File: src/rtl/frame_divider.sv
module frame_divider #(
  parameter int DIV = 120,
  localparam int W = $clog2(DIV)
) (
  input  logic           clk,
  input  logic           rst,
  input  logic [3*W-1:0] upset_i,
  output logic           load_strobe,
  output logic           frame_clk,
  output logic           vote_mismatch
);

  logic [W-1:0] copy_q [3];
  logic [W-1:0] voted;
  logic [W-1:0] next_cnt;

  assign voted = (copy_q[0] & copy_q[1]) | (copy_q[0] & copy_q[2]) | (copy_q[1] & copy_q[2]);
  assign next_cnt = (voted == W'(DIV-1)) ? '0 : voted + W'(1);

  // every copy reloads from the voted next state, so a flipped copy heals in one edge
  always_ff @(posedge clk) begin
    for (int k = 0; k < 3; k++) begin
      if (rst) copy_q[k] <= '0;
      else     copy_q[k] <= next_cnt ^ upset_i[k*W +: W];
    end
  end

  assign load_strobe   = (voted == W'(DIV-1));
  assign frame_clk     = (voted < W'(DIV/2));
  assign vote_mismatch = (copy_q[0] != voted) || (copy_q[1] != voted) || (copy_q[2] != voted);

  assert_reset_state_R1: assert property (@(posedge clk) disable iff (rst)
    $past(rst) |-> (!load_strobe && frame_clk && !vote_mismatch));

  assert_strobe_single_R2: assert property (@(posedge clk) disable iff (rst)
    load_strobe |=> !load_strobe);

  assert_frame_after_strobe_R3: assert property (@(posedge clk) disable iff (rst)
    load_strobe |=> frame_clk);

  assert_count_advance_R4: assert property (@(posedge clk) disable iff (rst)
    !$past(rst) |-> voted == (($past(voted) == W'(DIV-1)) ? '0 : $past(voted) + W'(1)));

  assert_mismatch_clears_R5: assert property (@(posedge clk) disable iff (rst)
    (vote_mismatch && upset_i == '0) |=> !vote_mismatch);

  assert_mismatch_source_R5: assert property (@(posedge clk) disable iff (rst)
    (!$past(rst) && $past(upset_i) == '0) |-> !vote_mismatch);

endmodule

File: config.mk
export PLATFORM = sky130hd
export DESIGN_NAME = frame_divider
export DESIGN_NICKNAME = d
export VERILOG_FILES = /design/src/rtl/frame_divider.sv
export SDC_FILE = /design/constraint.sdc
export NUM_CORES = 1
export LEC_CHECK = 0
export BUFFER_PORTS_ARGS = -buffer_cell sky130_fd_sc_hd__buf_2
export CAP_MARGIN = 15
export CORE_ASPECT_RATIO = 0.8
export CORE_UTILIZATION = 50
export CTS_CLUSTER_SIZE = 40
export DETAILED_ROUTE_END_ITERATION = 16
export PLACE_DENSITY = 0.84
export SYNTH_ARGS = -nofsm -noshare
export SYNTH_HDL_FRONTEND = slang
export SYNTH_SLANG_ARGS = --single-unit
File: constraint.sdc
create_clock -name clk -period 2 [get_ports clk]
set_input_delay 0.2 -clock clk [delete_from_list [all_inputs] [get_ports clk]]
set_output_delay 0.2 -clock clk [all_outputs]
set_load 0.01 [all_outputs]
==> results of run 1 <==
==> cell type report <==
type	count	area, sq um
sequential	21	424.2
fill	176	797.0
tap	25	31.28
clock inverter	1	5.005
clock buffer	3	22.52
timing repair buffer	28	147.6
multi-input combinational	102	805.8
==> power groups by stage <==
stage	Sequential [mW]	Combinational (mW)	Clock, mW
2_1_floorplan	0.567	0.370	0
3_3_place_gp	0.576	0.441	0
3_5_place_dp	0.586	0.460	0
4_1_cts	0.576	0.463	0.206
5_1_grt	0.591	0.526	0.230
6_report	0.579	0.473	0.199
==> stage by stage <==
| stage | utilization, % | cell area, sq um |
|---|---|---|
| floorplan | - | 1232 |
| CTS | 63.31 | 1414 |
| global placement | 61.68 | 1378 |
| detailed placement | 61.68 | 1378 |
| global route | 64.31 | 1436 |
| finish | 64.31 | 1436 |
==> tightest hold or removal path, cell delays in order <==
cell and delay, ns:
buf_2 0.08, xor2_1 0.06, nor2_1 0.07
==> what timing repair did <==
item	4_1_cts	5_1_grt
buffers inserted	1	2
pin swaps	1	0
gates resized for setup	1	5
setup endpoints to repair	2	5
==> layer usage <==
metal / wire (microns) / vias up / global-route usage (%)
met5: 0 / - / 0
met4: 89 / 0 / 11.71
met3: 111 / 10 / 6.461
met2: 1179 / 26 / 37.44
met1: 1042 / 444 / 22.83
li1: - / 501 / -
==> worst max path at each step <==
stage / slack [ns] / endpoint
after CTS: 0.02 / vote_mismatch
after detailed placement: 0.07 / copy_q[2][5]
after floorplan: 0.21 / copy_q[0][5]
after global placement: 0.19 / copy_q[2][5]
final: 0.04 / vote_mismatch
after global routing: -0.06 / vote_mismatch
==> cell families after synthesis <==
family	share of synthesized area, %
and+or+nand+nor	21.52
DFF	34.11
AOI/OAI and AO/OA	13.40
xor gates and xnor gates	12.08
muxes	10.36
adders and majority gates	7.613
buffers and inverters	0.9136
==> Yosys cell counts, types with 2 or more instances <==
master,number,area [sq um]
nor3_1,4,20.02
nor2_1,25,93.84
mux2_1,2,22.52
nor2b_1,8,50.05
nand2_1,3,11.26
xnor2_1,7,61.31
maj3_2,6,67.56
and3_1,5,31.28
dfxtp_1,21,420.4
mux2i_4,2,45.04
mux2_4,4,60.06
o21ai_0,2,10.01
a21oi_1,4,20.02
clkbuf_1,3,11.26
xor2_1,10,87.58
==> results.cfg, run 1 <==
[job]
maxCapViolCount = 0

[cells_and_area]
insertedDiodeCount = 0
syn_to_final_growth_pct = 16.55
mostFrequentLayoutCells = buf_2, nor2_1, dfxtp_1
reg_top3 = copy_q (21)
finalNonFillerCells = 180
top_register = copy_q
layout.cells.most_common = buf_2
post_route_cells_drive_above_1_share_pct = 38.71
largest_reg_flops = 21
nNetsFinal = 180

[cts]
clockBufferDepth = 2
clockRootBuffer = clkbuf_4
hold_buffers = 0
cts_tree = built
cts-buffers-inserted = 3
clk_latency_ns = 0.30
htreeDepth = 1
cts.sink_count = 21
clk_pin_slew_ns = 0.11

[critical_path]
r2r_start = copy_q[2][6]
crit_buf_inv = 1
crit_type = reg -> out
cp.required_ns = 1.80
crit_fanout = 4
critPathLaunchType = flop
r2r_slack_ns = 0.13
reg2reg_to = copy_q[2][5]
arrival_ns = 1.76
crit_cells = 4
cp-end-kind = output port
worst_path_dominant_cell_family = simple AND/OR/NAND/NOR gates
crit_path_cell_trace = nor3_1 > o221ai_1 > or4_1 > buf_2
cpPeakStageDelay_ns = 0.54
startpoint = copy_q[0][4]
cp_slowest_cell = or4_1
rr_worst_depth = 6

[global_route]
grt_overflow = 0
grt_max_degree = 28
antenna_found_initial = 0
track_usage_pct = 21.02
grt_pass1_vias = 952
grt_pass1_wl_mm = 4.050

[floorplan]
start_util_pct = 55.18
dieArea_sq_mm = 0.002669
die_w_microns = 57.51
num_rows = 15
fp.coreArea_sq_mm = 0.002233
io_pins = 26
die_h_microns = 46.41

[power_and_ir_drop]
finalPower_mw = 1.251
ir_drop_mv = 0.4779
seqPwrFrac_pct = 46.3
pwr-share-comb_pct = 37.8
power_leakage_nw = 0.5955
intPower_mw = 0.8037
p_per_area_mw_per_mm2 = 871.0
switching_share_pct = 35.76
clock_power_share_pct = 15.9
power.switching_mw = 0.4473

[timing]
finalSetupViolations = 0
final_hold_viol_count = 0
fmax_mhz = 511.3
hold_slack_ns = 0.1329
period_share_pct = 97.80
fin_skew_ns = 0.001844
period_minus_slack_ns = 1.956
drv_slew = 0
tightestPinTransition_ns = 0.4471
maxSlewHeadroom_pct = 70.19
tns_ns = 0
setup_ws_ns = 0.04408
rsz0062_at_grt = yes

[synth]
netlist_area_sq_mm = 0.001232
seq_area_frac_synth_pct = 34.11
synthFlopType = dfxtp_1
async_reset_ff_share_pct = 0
yosys_warnings = 0
synth_edf_count = 0
ys_seq_elements = 21
post_synth.cell_area_avg_sq_um = 9.781
synthCells = 126
yosysUniqueCellTypes = 35
syn-num-nets = 150

[drt]
wl_per_cell_microns = 13.46
drt_wl_total_mm = 2.422
antenna_left = 0
viasPerCell = 5.450
drtPass1Iterations = 4
drtIter0Drc = 24
drc = 0
vias = 981

[placed_design]
numPortBuffers = 25
numPlacedInstances = 173
dp_worst_setup_slack_ns = 0.06976
gp_congestion = 0.7848
dpl.hpwl_mm = 1.877

[hold_path]
hold-path-cell-count = 3
min_from = upset_i[11]
min_to = copy_q[1][4]
worstHoldPathType = in -> reg

[status]
outcome = finished clean
Power figures use the tool's default switching activity.
==> run 2, diff against run 1 <==
--- a/config.mk
+++ b/config.mk
@@ -5,13 +5,14 @@
 export SDC_FILE = /design/constraint.sdc
 export NUM_CORES = 1
 export LEC_CHECK = 0
+export ABC_AREA = 1
 export BUFFER_PORTS_ARGS = -buffer_cell sky130_fd_sc_hd__buf_2
 export CAP_MARGIN = 15
 export CORE_ASPECT_RATIO = 0.8
 export CORE_UTILIZATION = 50
 export CTS_CLUSTER_SIZE = 40
 export DETAILED_ROUTE_END_ITERATION = 16
-export PLACE_DENSITY = 0.84
+export PLACE_DENSITY = 0.82
 export SYNTH_ARGS = -nofsm -noshare
 export SYNTH_HDL_FRONTEND = slang
 export SYNTH_SLANG_ARGS = --single-unit
==> run 2 against run 1 <==
Worst setup slack better by 0.093 ns. Count of clock-buffer cells in the layout is the same. Wire length is 15% higher. Highest routed layer unchanged.
==> results.cfg, run 2 <==
[synth]
yosysMostFrequentCell = nand2_1
seq_area_frac_synth_pct = 27.21
yosys-top-cells-count = nand2_1, nor2_1, inv_1
netlist_area_sq_mm = 0.001545
synth_top_area_share_pct = 27.21
ys_seq_elements = 21
post_synth.cell_area_avg_sq_um = 7.289
syn-num-nets = 236
async_reset_ff_share_pct = 0
netlist.top_cell.by_area = dfxtp_1
synth_edf_count = 0
yosysUniqueCellTypes = 28
synthCells = 212
synthFlopType = dfxtp_1
yosys_warnings = 0
synth.area.top_cells = dfxtp_1, nand2_1, xor2_1

[cts]
cts_setup_buffers = 0
hold_buffers = 0
cts.sink_count = 21
clk_pin_slew_ns = 0.08
clockRootBuffer = clkbuf_8
cts_tree = built
cts-buffers-inserted = 3
clockBufferDepth = 2
htreeDepth = 1
clk_latency_ns = 0.27

[cells_and_area]
nNetsFinal = 265
mostFrequentLayoutCells = nand2_1, nor2_1, inv_1
final_area_sq_mm = 0.001773
reg_top3 = copy_q (21)
fillers = 258
final_core_util_pct = 62.20
syn_to_final_growth_pct = 14.74
post_route_cells_drive_above_1_share_pct = 26.67
insertedDiodeCount = 0
layout.cells.most_common = nand2_1
largest_reg_flops = 21
top_register = copy_q

[placed_design]
dp_worst_setup_slack_ns = 0.2947
gp_congestion = 0.8030
numPortBuffers = 25
dpl_cell_area_sq_mm = 0.001714
dpl.hpwl_mm = 2.208

[power_and_ir_drop]
p_per_area_mw_per_mm2 = 844.6
finalPower_mw = 1.497
power_leakage_nw = 0.9699
ir_drop_mv = 0.4734

[floorplan]
fp.coreArea_sq_mm = 0.002850
die_w_microns = 64.16
start_util_pct = 54.21
num_rows = 17
io_pins = 26
dieArea_sq_mm = 0.003318
die_h_microns = 51.72

[timing]
rsz0062_at_grt = no
maxSlewHeadroom_pct = 68.64
period_share_pct = 93.13
setup_ws_ns = 0.1375
drv_slew = 0
period_minus_slack_ns = 1.863
tightestPinTransition_ns = 0.4699
finalSetupViolations = 0
final_hold_viol_count = 0
tns_ns = 0
fin_skew_ns = 0.003837
fmax_mhz = 536.9

[global_route]
grt_overflow = 0
antenna_found_initial = 0
grt_pass1_wl_mm = 4.878
grt_max_degree = 16
grt_pass1_vias = 1170
track_usage_pct = 19.47

[drt]
antenna_left = 0
drt_wl_total_mm = 2.777
viasPerCell = 4.727
drc = 0
vias = 1314
drtPass1Iterations = 4
wl_per_cell_microns = 9.989
drtIter0Drc = 47

[status]
outcome = finished clean

[job]
maxCapViolCount = 0

[hold_path]
hold-path-cell-count = 3
min_to = copy_q[1][0]
worstHoldPathType = in -> reg
min_from = upset_i[7]

[critical_path]
r2r_slack_ns = 0.43
rr_worst_depth = 9
critPathLaunchType = flop
cp.required_ns = 1.80
arrival_ns = 1.66
crit_type = reg -> out
cp-end-kind = output port
r2r_start = copy_q[1][1]
crit_fanout = 5
reg2reg_to = copy_q[0][0]
==> run 2: cell count changes after synthesis, sizes merged, moves of 6 or more <==
| cell | previous run | this run |
|---|---|---|
| nor2b | 8 | 0 |
| mux2 | 6 | 0 |
| nor2 | 26 | 37 |
| maj3 | 7 | 0 |
| nand2 | 3 | 61 |
| and3 | 6 | 0 |
| nand3 | 0 | 16 |
| inv | 0 | 31 |
==> run 2: kinds of logic after synthesis <==
| group | count (synthesis) | synth area share [%] |
|---|---|---|
| DFF | 21 | 27.21 |
| xor gates and xnor gates | 22 | 12.47 |
| adders and majority gates | 1 | 0.8096 |
| and+or+nand+nor | 120 | 44.62 |
| AOI/OAI and AO/OA | 16 | 7.125 |
| buffers and inverters | 32 | 7.773 |
==> run 2: worst max path at each step <==
stage            startpoint            end  slack, ns
5_1_grt        copy_q[1][4]  vote_mismatch      0.007
4_1_cts        copy_q[1][0]    load_strobe       0.03
2_1_floorplan  copy_q[1][1]   copy_q[0][0]       0.45
3_3_place_gp   copy_q[1][0]   copy_q[2][0]       0.37
6_report       copy_q[1][4]  vote_mismatch       0.14
3_5_place_dp   copy_q[1][1]   copy_q[0][0]       0.29
==> run 2: timing repair <==
item                       in CTS  in global routing
gates resized for setup         0                  2
setup endpoints to repair       0                  1
hold endpoints to repair        0                  0
==> run 2: report_power, final <==
group	leakage, nW	switching (mW)	internal [mW]	total, mW
Sequential	0.175	0.0645	0.490	0.555
Combinational	0.769	0.380	0.281	0.661
Clock	0.0255	0.143	0.139	0.282
Total	0.970	0.588	0.910	1.50
==> run 2: metrics by stage <==
stage / cells / hold slack (ns)
floorplan: 212 / 0.2724
detailed placement: 274 / 0.4483
CTS: 278 / 0.1709
finish: 278 / 0.1720
global route: 278 / 0.1928
global placement: 274 / 0.4406
==> run 2: critical path, stage by stage, from the launching register on <==
cell and delay (ns):
dfxtp_1 0.35, nand2_1 0.13, nand3_4 0.12, or2_2 0.28, a21oi_1 0.14, nand2_1 0.06
nor2_1 0.10, nand3_1 0.08, buf_2 0.14
==> run 2: final cells by class <==
cell class	instances	area, sq um	share of cell area [%]
inverters	31	116.4	6.563
multi-input cells	159	1017	57.37
well taps	38	47.55	2.682
clock buffers	3	41.29	2.329
clock inverters	1	5.005	0.2823
flip-flops and latches	21	420.4	23.71
repair buffers	25	125.1	7.057
==> run 2: metal layers <==
| layer | track usage (%) | up-vias | part of all wire (%) |
|---|---|---|---|
| li1 | - | 711 | - |
| met1 | 25.47 | 577 | 50 |
| met2 | 31.56 | 22 | 45 |
| met3 | 4.605 | 4 | 3.4 |
| met4 | 6.667 | 0 | 1.0 |
| met5 | 0 | - | 0 |
==> run 3, diff against run 2 <==
--- a/config.mk
+++ b/config.mk
@@ -12,7 +12,7 @@
 export CORE_UTILIZATION = 50
 export CTS_CLUSTER_SIZE = 40
 export DETAILED_ROUTE_END_ITERATION = 16
-export PLACE_DENSITY = 0.82
+export PLACE_DENSITY = 0.85
 export SYNTH_ARGS = -nofsm -noshare
 export SYNTH_HDL_FRONTEND = slang
 export SYNTH_SLANG_ARGS = --single-unit
==> constraint.sdc (replaced) <==
create_clock -name clk -period 1.6 [get_ports clk]
set_input_delay 0 -clock clk [delete_from_list [all_inputs] [get_ports clk]]
set_output_delay 0 -clock clk [all_outputs]
set_load 0.01 [all_outputs]
==> run 3 against run 2 <==
The flow now finishes with violations (setup timing). Critical path depth unchanged. Power is 40% higher. Sequential power rose by 35%. Worst setup slack lost 0.14 ns. Clock power grew 25%. Via count rose by 8.4%. Largest power group unchanged.
==> results.cfg, run 3 (synthesized netlist as in run 2, its figures left out) <==
[power_and_ir_drop]
pwr-share-comb_pct = 47.5
clock_power_share_pct = 16.9
intPower_mw = 1.257
power_leakage_nw = 1.112
power.switching_mw = 0.8368
seqPwrFrac_pct = 35.7
finalPower_mw = 2.093
ir_drop_mv = 0.6621
p_per_area_mw_per_mm2 = 1030
switching_share_pct = 39.97

[cells_and_area]
multi_input_area_sq_mm = 0.001106
final_area_sq_mm = 0.002032
mostFrequentLayoutCells = nand2_1, nor2_1, inv_1
regArea_sq_um = 444.2
syn_to_final_growth_pct = 31.50
reg_top3 = copy_q (21)
insertedDiodeCount = 0
largest_reg_flops = 21
layout.cells.most_common = nand2_1
nNetsFinal = 281
top_register = copy_q
fillers = 204
post_route_cells_drive_above_1_share_pct = 37.89

[cts]
htreeDepth = 1
clk_latency_ns = 0.26
cts.sink_count = 21
clockRootBuffer = clkbuf_8
cts-buffers-inserted = 3
cts_tree = built
clk_pin_slew_ns = 0.08
clockBufferDepth = 2

[status]
violations = setup timing
outcome = finished with violations

[floorplan]
fp.coreArea_sq_mm = 0.002850
num_rows = 17
die_h_microns = 51.72
io_pins = 26
dieArea_sq_mm = 0.003318
die_w_microns = 64.16
start_util_pct = 54.21

[placed_design]
gp_congestion = 0.8262
numPortBuffers = 25
dpl.hpwl_mm = 2.251
dpl_cell_area_sq_mm = 0.001744
dp_worst_setup_slack_ns = 0.005919

[critical_path]
cp_slowest_cell = dfxtp_2
crit_path_frequent_cell = nand2_4
critPathLaunchType = flop
arrival_ns = 1.61
cpPeakStageDelay_ns = 0.40
crit_buf_inv = 2
cp.required_ns = 1.60
crit_path_cell_trace = nand2_4 > nand3_4 > ha_2 > nand2_4 > nor2_8 > nand2_8 > inv_1 > buf_2
cp-end-kind = output port
crit_fanout = 10
worst_path_dominant_cell_family = simple AND/OR/NAND/NOR gates
crit_type = reg -> out

[timing]
hold_slack_ns = 0.01208
tns_ns = -0.005322
rsz0062_at_grt = yes
final_hold_viol_count = 0
period_share_pct = 100.3
setup_ws_ns = -0.005322
period_minus_slack_ns = 1.605
fin_skew_ns = 0.005480
finalSetupViolations = 1
fmax_mhz = 622.9
maxSlewHeadroom_pct = 67.76
tightestPinTransition_ns = 0.4831
drv_slew = 0

[drt]
vias = 1424
drc = 0
antenna_left = 0
drtIter0Drc = 62
drtPass1Iterations = 5
wl_per_cell_microns = 11.54
drt_wl_total_mm = 3.394
viasPerCell = 4.844

[hold_path]
worstHoldPathType = in -> reg

[global_route]
track_usage_pct = 20.05
grt_pass1_wl_mm = 5.085
grt_pass1_vias = 1192
grt_max_degree = 16
grt_overflow = 0
antenna_found_initial = 0

[job]
maxCapViolCount = 0
==> run 3: cell types whose count changed in the layout (fill, tap and decap cells not counted), moves of 2 or more <==
cell / change
nand2_4: +5
dfxtp_4: +4
nand3_4: +2
nand2_2: +5
dlygate4sd3_1: +9
dfxtp_2: +7
buf_4: +6
nand3_2: -2
xnor2_2: +3
xnor2_1: -3
dfxtp_1: -11
nand2_1: -10
==> run 3: final timing paths <==
path,cells past startpoint,start,end,slack (ns)
max,8,copy_q[1][1],load_strobe,-0.005
min,4,upset_i[4],copy_q[0][4],0.01
max reg2reg,9,copy_q[1][1],copy_q[2][0],0.02
min reg2reg,5,copy_q[0][0],copy_q[2][1],0.94
==> run 3: timing repair <==
item                                   4_1_cts  5_1_grt
setup endpoints to repair                    3       19
pin swaps                                    1        8
hold buffers                                 9        0
gates cloned                                 0        0
setup buffers                                1        2
endpoints found under the hold margin        8        0
gates resized for setup                      7       32
==> run 3: power by group through the flow <==
stage | sequential (mW) | clock, mW | combinational [mW]
2_1_floorplan | 0.688 | 0 | 0.666
3_3_place_gp | 0.699 | 0 | 0.832
3_5_place_dp | 0.706 | 0 | 0.847
4_1_cts | 0.699 | 0.359 | 0.883
5_1_grt | 0.761 | 0.389 | 1.09
6_report | 0.747 | 0.353 | 0.993
==> run 3: through the flow <==
stage                     instances  utilization, %
after CTS                       292           66.73
after detailed placement        278           61.19
after global placement          278           61.19
final                           294           71.29
after floorplan                 212               -
after global routing            294           71.29
==> run 3: tightest hold or removal path: stages <==
cell and delay, ns:
buf_2 0.07, inv_1 0.04, nor2_1 0.09, nor2_1 0.05
==> run 3: metal layers <==
layer / wire length [microns] / track usage (%)
met5: 0 / 0
met4: 76 / 6.296
met3: 143 / 4.167
met2: 1689 / 34.75
met1: 1486 / 25.10
==> run 3: final cells by class <==
cell class                      count  share of cell area [%]
Sequential cell                    21                   21.86
Clock buffer                        3                   2.032
Timing Repair Buffer               41                   13.36
Tap cell                           38                   2.340
Multi-Input combinational cell    159                   54.43
Inverter                           31                   5.727
Clock inverter                      1                  0.2463
